<file path="src/rtl/wdt_pkg.sv">
package wdt_pkg;

    typedef enum logic [3:0] {
        A_KICK  = 4'd0,
        A_MBOX  = 4'd1,
        A_STATA = 4'd2,
        A_STATB = 4'd3,
        A_CTLA  = 4'd4,
        A_CTLB  = 4'd5,
        A_MSG   = 4'd6,
        A_START = 4'd7,
        A_SWIRQ = 4'd8
    } wdt_addr_e;

    // status A bit positions
    localparam int SA_MB_IN   = 0;
    localparam int SA_MB_OUT  = 1;
    localparam int SA_TIMEOUT = 3;
    // status B bit positions
    localparam int SB_SECOND  = 1;
    localparam int SB_BOOT    = 2;
    // control A bit positions
    localparam int CA_HALT    = 11;
    localparam int CA_LOCK    = 12;

    localparam logic [15:0] RST_CTLB  = 16'h0008;
    localparam logic [15:0] RST_START = 16'h0004;
    localparam logic [7:0]  RST_SWIRQ = 8'h03;

    typedef struct packed {
        logic timeout;
        logic mb_out;
        logic mb_in;
    } stat_a_t;

    typedef struct packed {
        logic boot;
        logic second;
    } stat_b_t;

    typedef struct packed {
        logic lock;
        logic halt;
    } ctl_a_t;

    // byte-enable merge of new write data over an old register value
    function automatic logic [15:0] be_merge(input logic [15:0] old_v,
                                             input logic [15:0] new_v,
                                             input logic [1:0]  be);
        logic [15:0] r;
        r[7:0]  = be[0] ? new_v[7:0]  : old_v[7:0];
        r[15:8] = be[1] ? new_v[15:8] : old_v[15:8];
        return r;
    endfunction

endpackage

</file>
<file path="src/rtl/wdt_tick_gen.sv">
module wdt_tick_gen #(
    parameter int TICK_DIV = 4
) (
    input  logic clk,
    input  logic rst,
    input  logic run,
    input  logic restart,
    output logic tick
);
    generate
        if (TICK_DIV <= 1) begin : g_direct
            logic unused_ok;
            assign unused_ok = clk ^ rst ^ restart;
            assign tick = run;
        end else begin : g_div
            localparam int PW = $clog2(TICK_DIV);
            localparam logic [PW-1:0] LAST = PW'(TICK_DIV - 1);
            logic [PW-1:0] phase;
            logic          wrap;

            assign wrap = (phase == LAST);

            always_ff @(posedge clk) begin
                if (rst || restart) begin
                    phase <= '0;
                end else if (run) begin
                    phase <= wrap ? '0 : phase + 1'b1;
                end
            end

            assign tick = run & wrap;
        end
    endgenerate
endmodule

</file>
<file path="src/rtl/wdt_counter.sv">
module wdt_counter #(
    parameter int CNT_W = 10
) (
    input  logic             clk,
    input  logic             rst,
    input  logic             tick,
    input  logic             load,
    input  logic [CNT_W-1:0] start_val,
    output logic [CNT_W-1:0] cnt,
    output logic             expire
);
    localparam logic [CNT_W-1:0] ONE = CNT_W'(1);

    assign expire = tick & ~load & (cnt == ONE);

    always_ff @(posedge clk) begin
        if (rst) begin
            cnt <= '0;
        end else if (load) begin
            cnt <= start_val;
        end else if (tick && cnt != '0) begin
            cnt <= (cnt == ONE) ? start_val : cnt - ONE;
        end
    end
endmodule

</file>
<file path="src/rtl/wdt_regs.sv">
module wdt_regs
    import wdt_pkg::*;
#(
    parameter int CNT_W = 10
) (
    input  logic             clk,
    input  logic             rst,
    input  logic [3:0]       addr,
    input  logic             wr,
    input  logic [1:0]       be,
    input  logic [15:0]      wdata,
    output logic [15:0]      rdata,
    input  logic             no_reboot,
    input  logic [CNT_W-1:0] cnt,
    input  logic             expire,
    output logic             load,
    output logic             running,
    output logic [CNT_W-1:0] start_val,
    output logic             action,
    output logic             first_flag,
    output logic             second_flag,
    output logic             lock_flag
);
    stat_a_t     sa;
    stat_b_t     sb;
    ctl_a_t      ca;
    logic [7:0]  mb_in, mb_out, swirq;
    logic [15:0] ctlb, msg;
    logic        act_q;

    logic [15:0] ca_word, st_word;
    logic        w_kick, w_mbox, w_sa, w_sb, w_ca, w_cb, w_msg, w_st, w_sw;
    logic        second_evt;

    assign w_kick = wr && (addr == A_KICK);
    assign w_mbox = wr && (addr == A_MBOX);
    assign w_sa   = wr && (addr == A_STATA);
    assign w_sb   = wr && (addr == A_STATB);
    assign w_ca   = wr && (addr == A_CTLA);
    assign w_cb   = wr && (addr == A_CTLB);
    assign w_msg  = wr && (addr == A_MSG);
    assign w_st   = wr && (addr == A_START);
    assign w_sw   = wr && (addr == A_SWIRQ);

    always_comb begin
        ca_word = '0;
        ca_word[CA_HALT] = ca.halt;
        ca_word[CA_LOCK] = ca.lock;
    end

    assign st_word    = be_merge(16'(start_val), wdata, be);
    assign second_evt = expire & sa.timeout;

    // control, storage and mailbox registers
    always_ff @(posedge clk) begin
        if (rst) begin
            ca        <= '0;
            ctlb      <= RST_CTLB;
            msg       <= '0;
            start_val <= CNT_W'(RST_START);
            swirq     <= RST_SWIRQ;
            mb_in     <= '0;
            mb_out    <= '0;
        end else begin
            if (w_ca) begin
                ca.halt <= be_merge(ca_word, wdata, be)[CA_HALT];
                ca.lock <= ca.lock | be_merge(ca_word, wdata, be)[CA_LOCK];
            end
            if (w_cb)  ctlb      <= be_merge(ctlb, wdata, be);
            if (w_msg) msg       <= be_merge(msg, wdata, be);
            if (w_st)  start_val <= st_word[CNT_W-1:0];
            if (w_sw && be[0]) swirq <= wdata[7:0];
            if (w_mbox && be[0]) mb_in  <= wdata[7:0];
            if (w_mbox && be[1]) mb_out <= wdata[15:8];
        end
    end

    // status registers: set events win over a same-cycle clear
    always_ff @(posedge clk) begin
        if (rst) begin
            sa    <= '0;
            sb    <= '0;
            act_q <= 1'b0;
        end else begin
            sa.timeout <= (sa.timeout & ~(w_sa & be[0] & wdata[SA_TIMEOUT])) | expire;
            sa.mb_in   <= (sa.mb_in   & ~(w_sa & be[0] & wdata[SA_MB_IN]))   | (w_mbox & be[0]);
            sa.mb_out  <= (sa.mb_out  & ~(w_sa & be[0] & wdata[SA_MB_OUT]))  | (w_mbox & be[1]);
            sb.second  <= (sb.second  & ~(w_sb & be[0] & wdata[SB_SECOND]))  | second_evt;
            sb.boot    <= (sb.boot    & ~(w_sb & be[0] & wdata[SB_BOOT]))    | second_evt;
            act_q      <= second_evt & ~no_reboot;
        end
    end

    always_comb begin
        rdata = '0;
        case (wdt_addr_e'(addr))
            A_KICK:  rdata = 16'(cnt);
            A_MBOX:  rdata = {mb_out, mb_in};
            A_STATA: begin
                rdata[SA_TIMEOUT] = sa.timeout;
                rdata[SA_MB_OUT]  = sa.mb_out;
                rdata[SA_MB_IN]   = sa.mb_in;
            end
            A_STATB: begin
                rdata[SB_SECOND] = sb.second;
                rdata[SB_BOOT]   = sb.boot;
            end
            A_CTLA:  rdata = ca_word;
            A_CTLB:  rdata = ctlb;
            A_MSG:   rdata = msg;
            A_START: rdata = 16'(start_val);
            A_SWIRQ: rdata = {8'h00, swirq};
            default: rdata = '0;
        endcase
    end

    assign load        = w_kick;
    assign running     = ~ca.halt;
    assign action      = act_q;
    assign first_flag  = sa.timeout;
    assign second_flag = sb.second;
    assign lock_flag   = ca.lock;
endmodule

</file>
<file path="src/rtl/wdt_two_stage.sv">
module wdt_two_stage
    import wdt_pkg::*;
#(
    parameter int CNT_W    = 10,
    parameter int TICK_DIV = 4
) (
    input  logic        clk,
    input  logic        rst,
    input  logic [3:0]  reg_addr,
    input  logic        reg_wr,
    input  logic [1:0]  reg_be,
    input  logic [15:0] reg_wdata,
    output logic [15:0] reg_rdata,
    input  logic        no_reboot,
    output logic        sys_action
);
    logic             tick, load, running, expire;
    logic             first_flag, second_flag, lock_flag;
    logic [CNT_W-1:0] cnt, start_val;

    wdt_tick_gen #(.TICK_DIV(TICK_DIV)) u_tick (
        .clk(clk), .rst(rst), .run(running), .restart(load), .tick(tick)
    );

    wdt_counter #(.CNT_W(CNT_W)) u_cnt (
        .clk(clk), .rst(rst), .tick(tick), .load(load),
        .start_val(start_val), .cnt(cnt), .expire(expire)
    );

    wdt_regs #(.CNT_W(CNT_W)) u_regs (
        .clk(clk), .rst(rst), .addr(reg_addr), .wr(reg_wr), .be(reg_be),
        .wdata(reg_wdata), .rdata(reg_rdata), .no_reboot(no_reboot),
        .cnt(cnt), .expire(expire), .load(load), .running(running),
        .start_val(start_val), .action(sys_action), .first_flag(first_flag),
        .second_flag(second_flag), .lock_flag(lock_flag)
    );
endmodule

</file>
<file path="config.mk">
export PLATFORM = sky130hd
export DESIGN_NAME = wdt_two_stage
export DESIGN_NICKNAME = d
export VERILOG_FILES = /design/src/rtl/wdt_pkg.sv /design/src/rtl/wdt_tick_gen.sv /design/src/rtl/wdt_counter.sv /design/src/rtl/wdt_regs.sv /design/src/rtl/wdt_two_stage.sv
export SDC_FILE = /design/constraint.sdc
export NUM_CORES = 1
export LEC_CHECK = 0
export BUFFER_PORTS_ARGS = -buffer_cell sky130_fd_sc_hd__buf_2
export CORE_UTILIZATION = 60
export CTS_CLUSTER_DIAMETER = 80
export DETAILED_ROUTE_END_ITERATION = 12
export MAX_ROUTING_LAYER = met4
export PLACE_DENSITY_LB_ADDON = 0.08
export SLEW_MARGIN = 30
export SYNTH_ARGS = -nofsm -noshare
export SYNTH_HDL_FRONTEND = slang
export SYNTH_SLANG_ARGS = --single-unit
</file>
<file path="constraint.sdc">
create_clock -name clk -period 6 [get_ports clk]
set_clock_uncertainty 0.15 [all_clocks]
set_input_delay 1.5 -clock clk [delete_from_list [all_inputs] [get_ports clk]]
set_output_delay 1.5 -clock clk [all_outputs]
set_load 0.02 [all_outputs]
</file>
==> summary.md, run 1 <==
| Metric | Value |
|---|---|
| Outcome | `completed` |
| Antenna Violating Nets Remaining | `0` |
| Grt ovf | `0` |
| Setup TNS | `0 ns` |
| Crit path DAT | `roughly 3.3 ns` |
| Pwr Total | `1120 uW` |
| Count leader, synth | `nand2_1` |
| Post-synthesis instance total | `505` |
| Hpwl dp | `7540 um` |
| Synth top area cells | `dfxtp_1 (43%), nand2_1 (14%), a21oi_1 (9.2%), a22oi_1 (5.1%), a222oi_1 (2.3%)` |
| Residual DRC | `0` |
| Ordered cell list for the critical path | `buf_2 > nand2b_1 > nor2_1 > buf_4 > a222oi_1 > inv_1 > buf_2` |
| Worst-skew pair later-pin latency | `0.36 ns` |
| Finished Layout Cells | `617` |
| CTS tree | `done` |
| Routed WL per cell | `~18 um` |
| Worst hold path class | `reg2reg` |
| Headroom to the max-slew limit | `0.284` |
| CTS Buffer Depth | `2` |
| Drt first pass iters | `5` |
| Post-synth top area share | `0.434` |
| R2R setup slack | `around 3.3 ns` |
| H-tree Lvls | `3` |
| IO buf count | `42` |
| First-pass GRT wire length | `18000 um` |
| Syn avg cell area | `approximately 7.8 sq um` |
| GRT Util Overall | `0.336` |
| Worst vdd ir | `0.000224 V` |
| Full die area | `0.00693 sq mm` |
| Antenna violations before repair | `0` |
| Leading register cell type out of synthesis | `dfxtp_1` |
| IO Count | `43` |
| Post-synth ARST share | `0` |
| Most frequent CP cell | `buf_2` |
| Standard-cell row count | `29` |
| Critical Path End Type | `output port` |
| Drt via density | `6.30` |
| CP delay by family, top | `simple AND/OR/NAND/NOR gates` |
| Synthesized flop and latch total | `86` |
| Fill cells | `between 500 and 600` |
| Cell Area, Synth | `about 0.004 sq mm` |
| MaxCap Viol Count | `0` |
| Clock sink count | `86` |
| Starting density of the core | `0.624` |
| Non-Filler Cell Area, Final | `0.00437 sq mm` |
| Period utilization | `0.832` |
| Clock slew at reported path FFs | `0.08 ns` |
| Max-slew violations | `0` |
| Post-cts gate resize count | `0` |
| Vias in the first global route | `3547` |
| Register area share after synthesis | `0.434` |
| Drt total wl | `11000 um` |
| Fmax | `0.200 GHz` |
| Ratio of cells with drive above 1 in the final layout | `0.146` |
| Post-CTS setup repair buffer count | `0` |
| Routability cong. | `a little under 1` |
| CP Buf/Inv Count | `4` |
| Distinct cells, synth | `47` |
| Core area | `0.00635 sq mm` |
| Hold slack | `0.308 ns` |
| Slowest-stage cell, CP | `nor2_1` |
| Die width | `83.3 um` |
| Post-synth top cells | `nand2_1 (150), dfxtp_1 (86), a21oi_1 (73)` |
| CP Class | `in2out` |
| Final setup viols | `0` |
| WP data required | `between 4 and 5 ns` |
| Pleak | `around 0.0017 uW` |
| DP Area | `0.00419 sq mm` |
| P per Cell Area | `256 mW/mm^2` |
| TritonCTS buffer count | `9` |
| Synth warnings | `0` |
| Pin count of the biggest net entering global routing | `between 50 and 60` |
| Net Count, Synth | `534` |
| Via count | `3888` |
| EDFF count, synth | `0` |
| Iter 0 DRT Violations | `404` |
| Final Hold Fails | `0` |
| Diode count | `0` |
| Nets | `564` |
| Startpoint Class | `input port` |
| Die H | `83.3 um` |
| Crit path largest cell delay | `a little over 0.7 ns` |
| RSZ-0062 raised after global routing | `no` |
| Post-synth top area cell | `dfxtp_1` |
| Worst-Margin Slew | `about 1.1 ns` |
| Area Growth Syn to Fin | `10.3%` |
| CTS Hold Bufs | `0` |
| Root Driver | `clkbuf_8` |
| Clock period minus final worst setup slack | `4.99 ns` |
| Dpl cells | `about 600` |
| Critical-path maximum fanout | `11` |
-- power by group --
group	internal, uW	switching [uW]
registers	581	11.8
clock network	192	201
logic	50.0	83.0
-- layout make-up --
type / instances / area [sq um] / area share
Clock inverter: 4 / 47.5 / 0.0109
Clock buffer: 12 / 135 / 0.0309
Timing Repair Buffer: 49 / 263 / 0.0601
Tap cell: 77 / 96.3 / 0.0220
Sequential cell: 86 / 1720 / 0.394
Inverter: 13 / 48.8 / 0.0112
Multi-Input combinational cell: 376 / 2060 / 0.471
-- metrics by stage --
step	util	worst slack, ns
global placement	0.656	1.22
global route	0.688	0.910
floorplan	-	1.46
CTS	0.688	1.05
detailed placement	0.660	1.04
finish	0.688	1.01
-- logic make-up (layout without fill, tap and decap cells) --
logic type,Yosys count,after routing,synth area share
simple gates,238,238,0.280
compound gates,125,125,0.197
flops,86,86,0.434
buf+inv,43,78,0.0537
mux,10,10,0.0256
fa+ha+maj,3,3,0.00947
-- flip-flops by register name, summed over array words and instances (netlist names) --
| register | count |
|---|---|
| u_cnt.cnt | 10 |
| u_regs.sa | 2 |
| u_regs.msg | 16 |
| u_regs.lock_flag | 1 |
| u_regs.first_flag | 1 |
| u_regs.mb_in | 8 |
| u_regs.ca | 1 |
| u_regs.sb | 1 |
| u_regs.second_flag | 1 |
| u_regs.action | 1 |
| u_regs.mb_out | 8 |
| u_regs.ctlb | 16 |
| u_regs.start_val | 10 |
| u_tick.g_div.phase | 2 |
| u_regs.swirq | 8 |
-- placed cells by master (no fill, tap or decap), types with 2 or more instances in the layout --
master / n
nor3_2: 4
and3_1: 5
nor2b_1: 2
and2_1: 2
buf_2: 42
nand2_1: 150
or3b_2: 2
nor4_4: 2
clkbuf_1: 3
a21oi_1: 73
dfxtp_1: 86
clkinv_2: 2
nand3b_1: 9
nand2b_1: 3
nand3_1: 16
o211ai_1: 2
nor4_1: 5
o32ai_1: 6
buf_4: 7
inv_1: 13
nor2_1: 15
a222oi_1: 9
a22oi_1: 27
or2_2: 2
o21ai_0: 2
nor3_1: 8
or3_1: 2
clkbuf_8: 9
mux2i_1: 9
nand4_1: 2
ha_1: 3
-- worst paths after layout --
kind	startpoint	end	cells after the start
worst max-delay path	reg_addr[2]	reg_rdata[10]	7
worst max register to register	u_cnt.cnt[0]	u_cnt.cnt[2]	7
worst min register to register	u_regs.mb_out[0]	u_regs.mb_out[0]	2
worst min-delay path	u_regs.mb_out[0]	u_regs.mb_out[0]	2
-- per-layer routing --
layer,global-route usage,vias up,routed length (um)
li1,-,1843,-
met4,0.132,0,285
met1,0.467,1812,4740
met2,0.493,203,4980
met3,0.0487,30,1000
met5,-,-,0
-- worst reg2reg max path: cells and delay by family (launching register included) --
family          cells  cell delay (ns)
simple gates        3             1.22
compound gates      2             0.48
flops               1             0.40
fa+ha+maj           1             0.23
buf+inv             1             0.09
(Power assumes the default switching activity.)
==> run 2, diff against run 1 <==
--- a/config.mk
+++ b/config.mk
@@ -6,7 +6,7 @@
 export NUM_CORES = 1
 export LEC_CHECK = 0
 export BUFFER_PORTS_ARGS = -buffer_cell sky130_fd_sc_hd__buf_2
-export CORE_UTILIZATION = 60
+export CORE_UTILIZATION = 53
 export CTS_CLUSTER_DIAMETER = 80
 export DETAILED_ROUTE_END_ITERATION = 12
 export MAX_ROUTING_LAYER = met4
==> constraint.sdc (replaced) <==
create_clock -name clk -period 4.4 [get_ports clk]
set_clock_uncertainty 0.15 [all_clocks]
set_input_delay 1.1 -clock clk [delete_from_list [all_inputs] [get_ports clk]]
set_output_delay 1.1 -clock clk [all_outputs]
set_load 0.02 [all_outputs]
==> summary.md, run 2 (synthesis results as in run 1) <==
| Metric | Value |
|---|---|
| Nets | `around 570` |
| Die width | `around 88 um` |
| Biggest regs | `u_regs.ctlb x16, u_regs.msg x16` |
| Setup TNS | `0 ns` |
| Final setup viols | `0` |
| Iter 0 DRT Violations | `391` |
| Crit path DAT | `roughly 2.6 ns` |
| CTS Hold Bufs | `0` |
| CP Class | `in2out` |
| DP Area | `0.00424 sq mm` |
| Period utilization | `0.867` |
| H-tree Lvls | `3` |
| Worst vdd ir | `roughly 0.00019 V` |
| Slowest-stage cell, CP | `a222oi_1` |
| Clock slew at reported path FFs | `around 0.080 ns` |
| Drt via density | `a little over 6` |
| Post-cts gate resize count | `0` |
| R2R Path End | `u_cnt.cnt[7]` |
| CP Buf/Inv Count | `3` |
| P per Cell Area | `370 mW/mm^2` |
| Hpwl dp | `7610 um` |
| Critical Path End Type | `output port` |
| Ratio of cells with drive above 1 in the final layout | `0.154` |
| WP data required | `around 3.2 ns` |
| Most frequent CP cell | `buf_2` |
| Root Driver | `clkbuf_8` |
| Headroom to the max-slew limit | `0.354` |
| IO Count | `between 40 and 50` |
| Antenna violations before repair | `0` |
| Final Hold Fails | `0` |
| TritonCTS buffer count | `9` |
| R2R Path Start | `u_cnt.cnt[0]` |
| Worst hold path class | `reg2reg` |
| Vias in the first global route | `3441` |
| Routability cong. | `~0.87` |
| Pin count of the biggest net entering global routing | `between 50 and 60` |
| Crit path from | `reg_addr[3]` |
| Clock period minus final worst setup slack | `3.81 ns` |
| Full die area | `approximately 0.0078 sq mm` |
| Hold slack | `between 0.3 and 0.4 ns` |
| Standard-cell row count | `31` |
| Die H | `88.5 um` |
| Diode count | `0` |
| Residual DRC | `0` |
| Critical-path maximum fanout | `11` |
| Ordered cell list for the critical path | `buf_2 > nand2b_1 > nor2_1 > buf_4 > a222oi_1 > nand3_1 > buf_2` |
| Core area | `0.00725 sq mm` |
| R2R cell count | `7` |
| CTS tree | `done` |
| Fill cells | `668` |
| Area Growth Syn to Fin | `12.9%` |
| GRT Util Overall | `0.316` |
| Non-Filler Cell Area, Final | `0.00448 sq mm` |
| First-pass GRT wire length | `17900 um` |
| Worst min-delay path endpoint | `u_regs.ctlb[8]` |
| Via count | `~3900` |
| Starting density of the core | `0.546` |
| Outcome | `completed` |
| Max-slew violations | `0` |
| Startpoint Class | `input port` |
| Worst-Margin Slew | `0.969 ns` |
| Post-CTS setup repair buffer count | `0` |
| Fmax | `approximately 0.26 GHz` |
| Antenna Violating Nets Remaining | `0` |
| Drt total wl | `about 11000 um` |
| R2R setup slack | `1.79 ns` |
| Worst Hold Depth | `2` |
| Most frequent cells in the layout | `nand2_1 (150), dfxtp_1 (86), a21oi_1 (73)` |
| Crit path largest cell delay | `0.40 ns` |
| MaxCap Viol Count | `0` |
| Worst-skew pair later-pin latency | `between 0.3 and 0.4 ns` |
| CP delay by family, top | `buffers and inverters` |
| Commonest non-fill, non-tap cell in the layout | `nand2_1` |
| Drt first pass iters | `5` |
| Pleak | `0.00171 uW` |
| Start point of the worst hold path | `u_regs.ctlb[8]` |
| Routed WL per cell | `approximately 18 um` |
| CTS Buffer Depth | `2` |
| RSZ-0062 raised after global routing | `no` |
| Clock sink count | `86` |
| IO buf count | `42` |
| Grt ovf | `0` |
==> run 2: worst max-delay path by stage <==
stage / to / cells past startpoint
global placement: reg_rdata[8] / 7
global route: reg_rdata[3] / 7
detailed placement: reg_rdata[3] / 7
floorplan: reg_rdata[4] / 7
finish: reg_rdata[1] / 7
CTS: reg_rdata[3] / 7
==> run 2: worst reg2reg max path, delay by kind of cell (launching register included) <==
family                     cells  cell delay, ns
DFF                            1            0.40
AOI/OAI and AO/OA              2            0.47
and+or+nand+nor                3            1.14
buffers and inverters          1            0.09
adders and majority gates      1            0.23
==> run 2: layout make-up <==
class,count,area [sq um],area share
clock buffer,11,141,0.0316
clock inverter,4,95.1,0.0212
inverter,13,48.8,0.0109
multi-input combinational,376,2040,0.457
sequential,86,1720,0.385
tap,99,124,0.0277
timing repair buffer,54,300,0.0671
==> run 2: per-stage QoR <==
step | worst slack (ns) | utilization | total power (uW) | instances
6_report | 0.587 | 0.617 | 1650 | 643
2_1_floorplan | 0.657 | - | 950 | 505
3_5_place_dp | 0.615 | 0.584 | 1000 | 628
5_1_grt | 0.460 | 0.617 | 1710 | 643
3_3_place_gp | 0.691 | 0.583 | 1000 | 628
4_1_cts | 0.597 | 0.617 | 1660 | 643
==> run 2: where the power goes <==
group          switching, uW  internal, uW  leakage, uW
logic                    111          69.7     0.000894
registers               16.5           792     0.000694
clock network            277           389     0.000119
==> run 2: layer usage <==
layer	track usage	up-vias	routed length, um
met5	-	-	0
met4	0.113	0	191
met3	0.0410	21	868
met2	0.464	199	5170
met1	0.445	1814	5100
li1	-	1848	-
==> run 3, diff against run 2 <==
--- a/config.mk
+++ b/config.mk
@@ -11,6 +11,7 @@
 export DETAILED_ROUTE_END_ITERATION = 12
 export MAX_ROUTING_LAYER = met4
 export PLACE_DENSITY_LB_ADDON = 0.08
+export RECOVER_POWER = 100
 export SLEW_MARGIN = 30
 export SYNTH_ARGS = -nofsm -noshare
 export SYNTH_HDL_FRONTEND = slang
==> summary.md, run 3 (synthesis results as in run 1) <==
| Metric | Value |
|---|---|
| Outcome | `finished, violations left` |
| Violated checks | `capacitance limit, slew limit` |
| Antenna violations before repair | `0` |
| Biggest regs | `u_regs.ctlb x16, u_regs.msg x16` |
| TritonCTS buffer count | `9` |
| Pin count of the biggest net entering global routing | `54` |
| R2R Path Start | `u_cnt.cnt[0]` |
| Residual DRC | `0` |
| Ratio of cells with drive above 1 in the final layout | `0.110` |
| Most frequent cells in the layout | `nand2_1 (150), dfxtp_1 (86), a21oi_1 (73)` |
| Die width | `88.5 um` |
| Post-cts gate resize count | `0` |
| First-pass GRT wire length | `17900 um` |
| CTS Hold Bufs | `0` |
| Most frequent CP cell | `clkbuf_1` |
| Routed WL per cell | `approximately 18 um` |
| GRT Util Overall | `0.316` |
| Hpwl dp | `between 7000 and 8000 um` |
| Headroom to the max-slew limit | `-0.533` |
| IO Count | `between 40 and 50` |
| Via count | `3830` |
| Root Driver | `clkbuf_8` |
| Clock slew at reported path FFs | `0.08 ns` |
| Crit path to | `reg_rdata[1]` |
| Starting density of the core | `0.546` |
| Post-CTS setup repair buffer count | `0` |
| Vias in the first global route | `3441` |
| Fmax | `0.243 GHz` |
| Post-route setup slack | `0.290 ns` |
| R2R Path End | `u_cnt.cnt[3]` |
| Final setup viols | `0` |
| Setup TNS | `0 ns` |
| CTS tree | `done` |
| Ordered cell list for the critical path | `clkbuf_1 > nor4_1 > buf_4 > a22oi_1 > nand3_1 > clkbuf_1` |
| Clock sink count | `86` |
| Non-Filler Cell Area, Final | `0.00443 sq mm` |
| WP data required | `~3.2 ns` |
| Place WS | `0.615 ns` |
| CP Class | `in2out` |
| Diode count | `0` |
| MaxCap Viol Count | `1` |
| Final Hold Fails | `0` |
| Commonest non-fill, non-tap cell in the layout | `nand2_1` |
| Worst hold path class | `reg2reg` |
| Iter 0 DRT Violations | `369` |
| IO buf count | `42` |
| Slowest-stage cell, CP | `nor4_1` |
| Worst-skew pair later-pin latency | `0.36 ns` |
| CTS Buffer Depth | `2` |
| Crit path from | `reg_addr[2]` |
| Standard-cell row count | `31` |
| Worst-Margin Slew | `2.30 ns` |
| Crit path DAT | `about 2.9 ns` |
| Fill cells | `680` |
| DP Area | `0.00424 sq mm` |
| Worst vdd ir | `0.000190 V` |
| Nets | `569` |
| Core area | `0.00725 sq mm` |
| Grt ovf | `0` |
| Critical-path maximum fanout | `11` |
| Antenna Violating Nets Remaining | `0` |
| RSZ-0062 raised after global routing | `no` |
| H-tree Lvls | `3` |
| Period utilization | `0.934` |
| Die H | `88.5 um` |
| Clock period minus final worst setup slack | `4.11 ns` |
| Full die area | `0.00783 sq mm` |
| Routability cong. | `0.872` |
| Critical Path End Type | `output port` |
| Drt first pass iters | `5` |
| Area Growth Syn to Fin | `11.7%` |
| R2R setup slack | `1.31 ns` |
| Startpoint Class | `input port` |
| Drt total wl | `11300 um` |
| P per Cell Area | `roughly 370 mW/mm^2` |
| R2R cell count | `7` |
| Max-slew violations | `54` |
| Pleak | `0.00162 uW` |
| Crit path largest cell delay | `0.74 ns` |
| Drt via density | `5.96` |
-- run 3: cell count changes in the layout (fill, tap and decap cells not counted), sizes merged --
cell,previous run,this run
buf,54,35
clkbuf,11,30
-- run 3: cell type report --
class,count,area (sq um),area share
Sequential cell,86,1720,0.389
Clock inverter,4,95.1,0.0215
Clock buffer,11,141,0.0319
Multi-Input combinational cell,376,2020,0.457
Tap cell,99,124,0.0280
Inverter,13,48.8,0.0110
Timing Repair Buffer,54,273,0.0616
-- run 3: critical path, delay by kind of cell --
family / cells / cell delay [ns]
AOI/OAI and AO/OA: 1 / 0.12
buffers and inverters: 3 / 0.76
and+or+nand+nor: 2 / 0.87
-- run 3: metal layers --
metal | vias up | global-route usage | share of wire
li1 | 1849 | - | -
met1 | 1783 | 0.445 | 0.45
met2 | 180 | 0.464 | 0.46
met3 | 18 | 0.0410 | 0.074
met5 | - | - | 0
met4 | 0 | 0.113 | 0.015
-- run 3: how the worst min path moves through the flow --
| stage | to | slack [ns] | depth (start not counted) | from |
|---|---|---|---|---|
| 6_report | u_regs.ctlb[8] | 0.31 | 2 | u_regs.ctlb[8] |
| 3_5_place_dp | u_regs.ctlb[1] | 0.30 | 2 | u_regs.ctlb[1] |
| 2_1_floorplan | u_regs.ctlb[2] | 0.28 | 2 | u_regs.ctlb[2] |
| 3_3_place_gp | u_regs.ctlb[8] | 0.29 | 2 | u_regs.ctlb[8] |
| 4_1_cts | u_regs.ctlb[1] | 0.31 | 2 | u_regs.ctlb[1] |
| 5_1_grt | u_regs.ctlb[7] | 0.33 | 2 | u_regs.ctlb[7] |
-- run 3: power breakdown --
part	internal, uW	switching, uW	total, uW
Combinational	68.1	109	177
Sequential	792	16.4	808
Clock	389	277	666
-- run 3: metrics by stage --
stage / hold slack, ns / power [uW] / cells / utilization
final: 0.307 / 1650 / 643 / 0.610
after global placement: 0.292 / 1000 / 628 / 0.583
after floorplan: 0.284 / 950 / 505 / -
after detailed placement: 0.297 / 1000 / 628 / 0.584
after CTS: 0.308 / 1660 / 643 / 0.617
after global routing: 0.329 / 1710 / 643 / 0.610
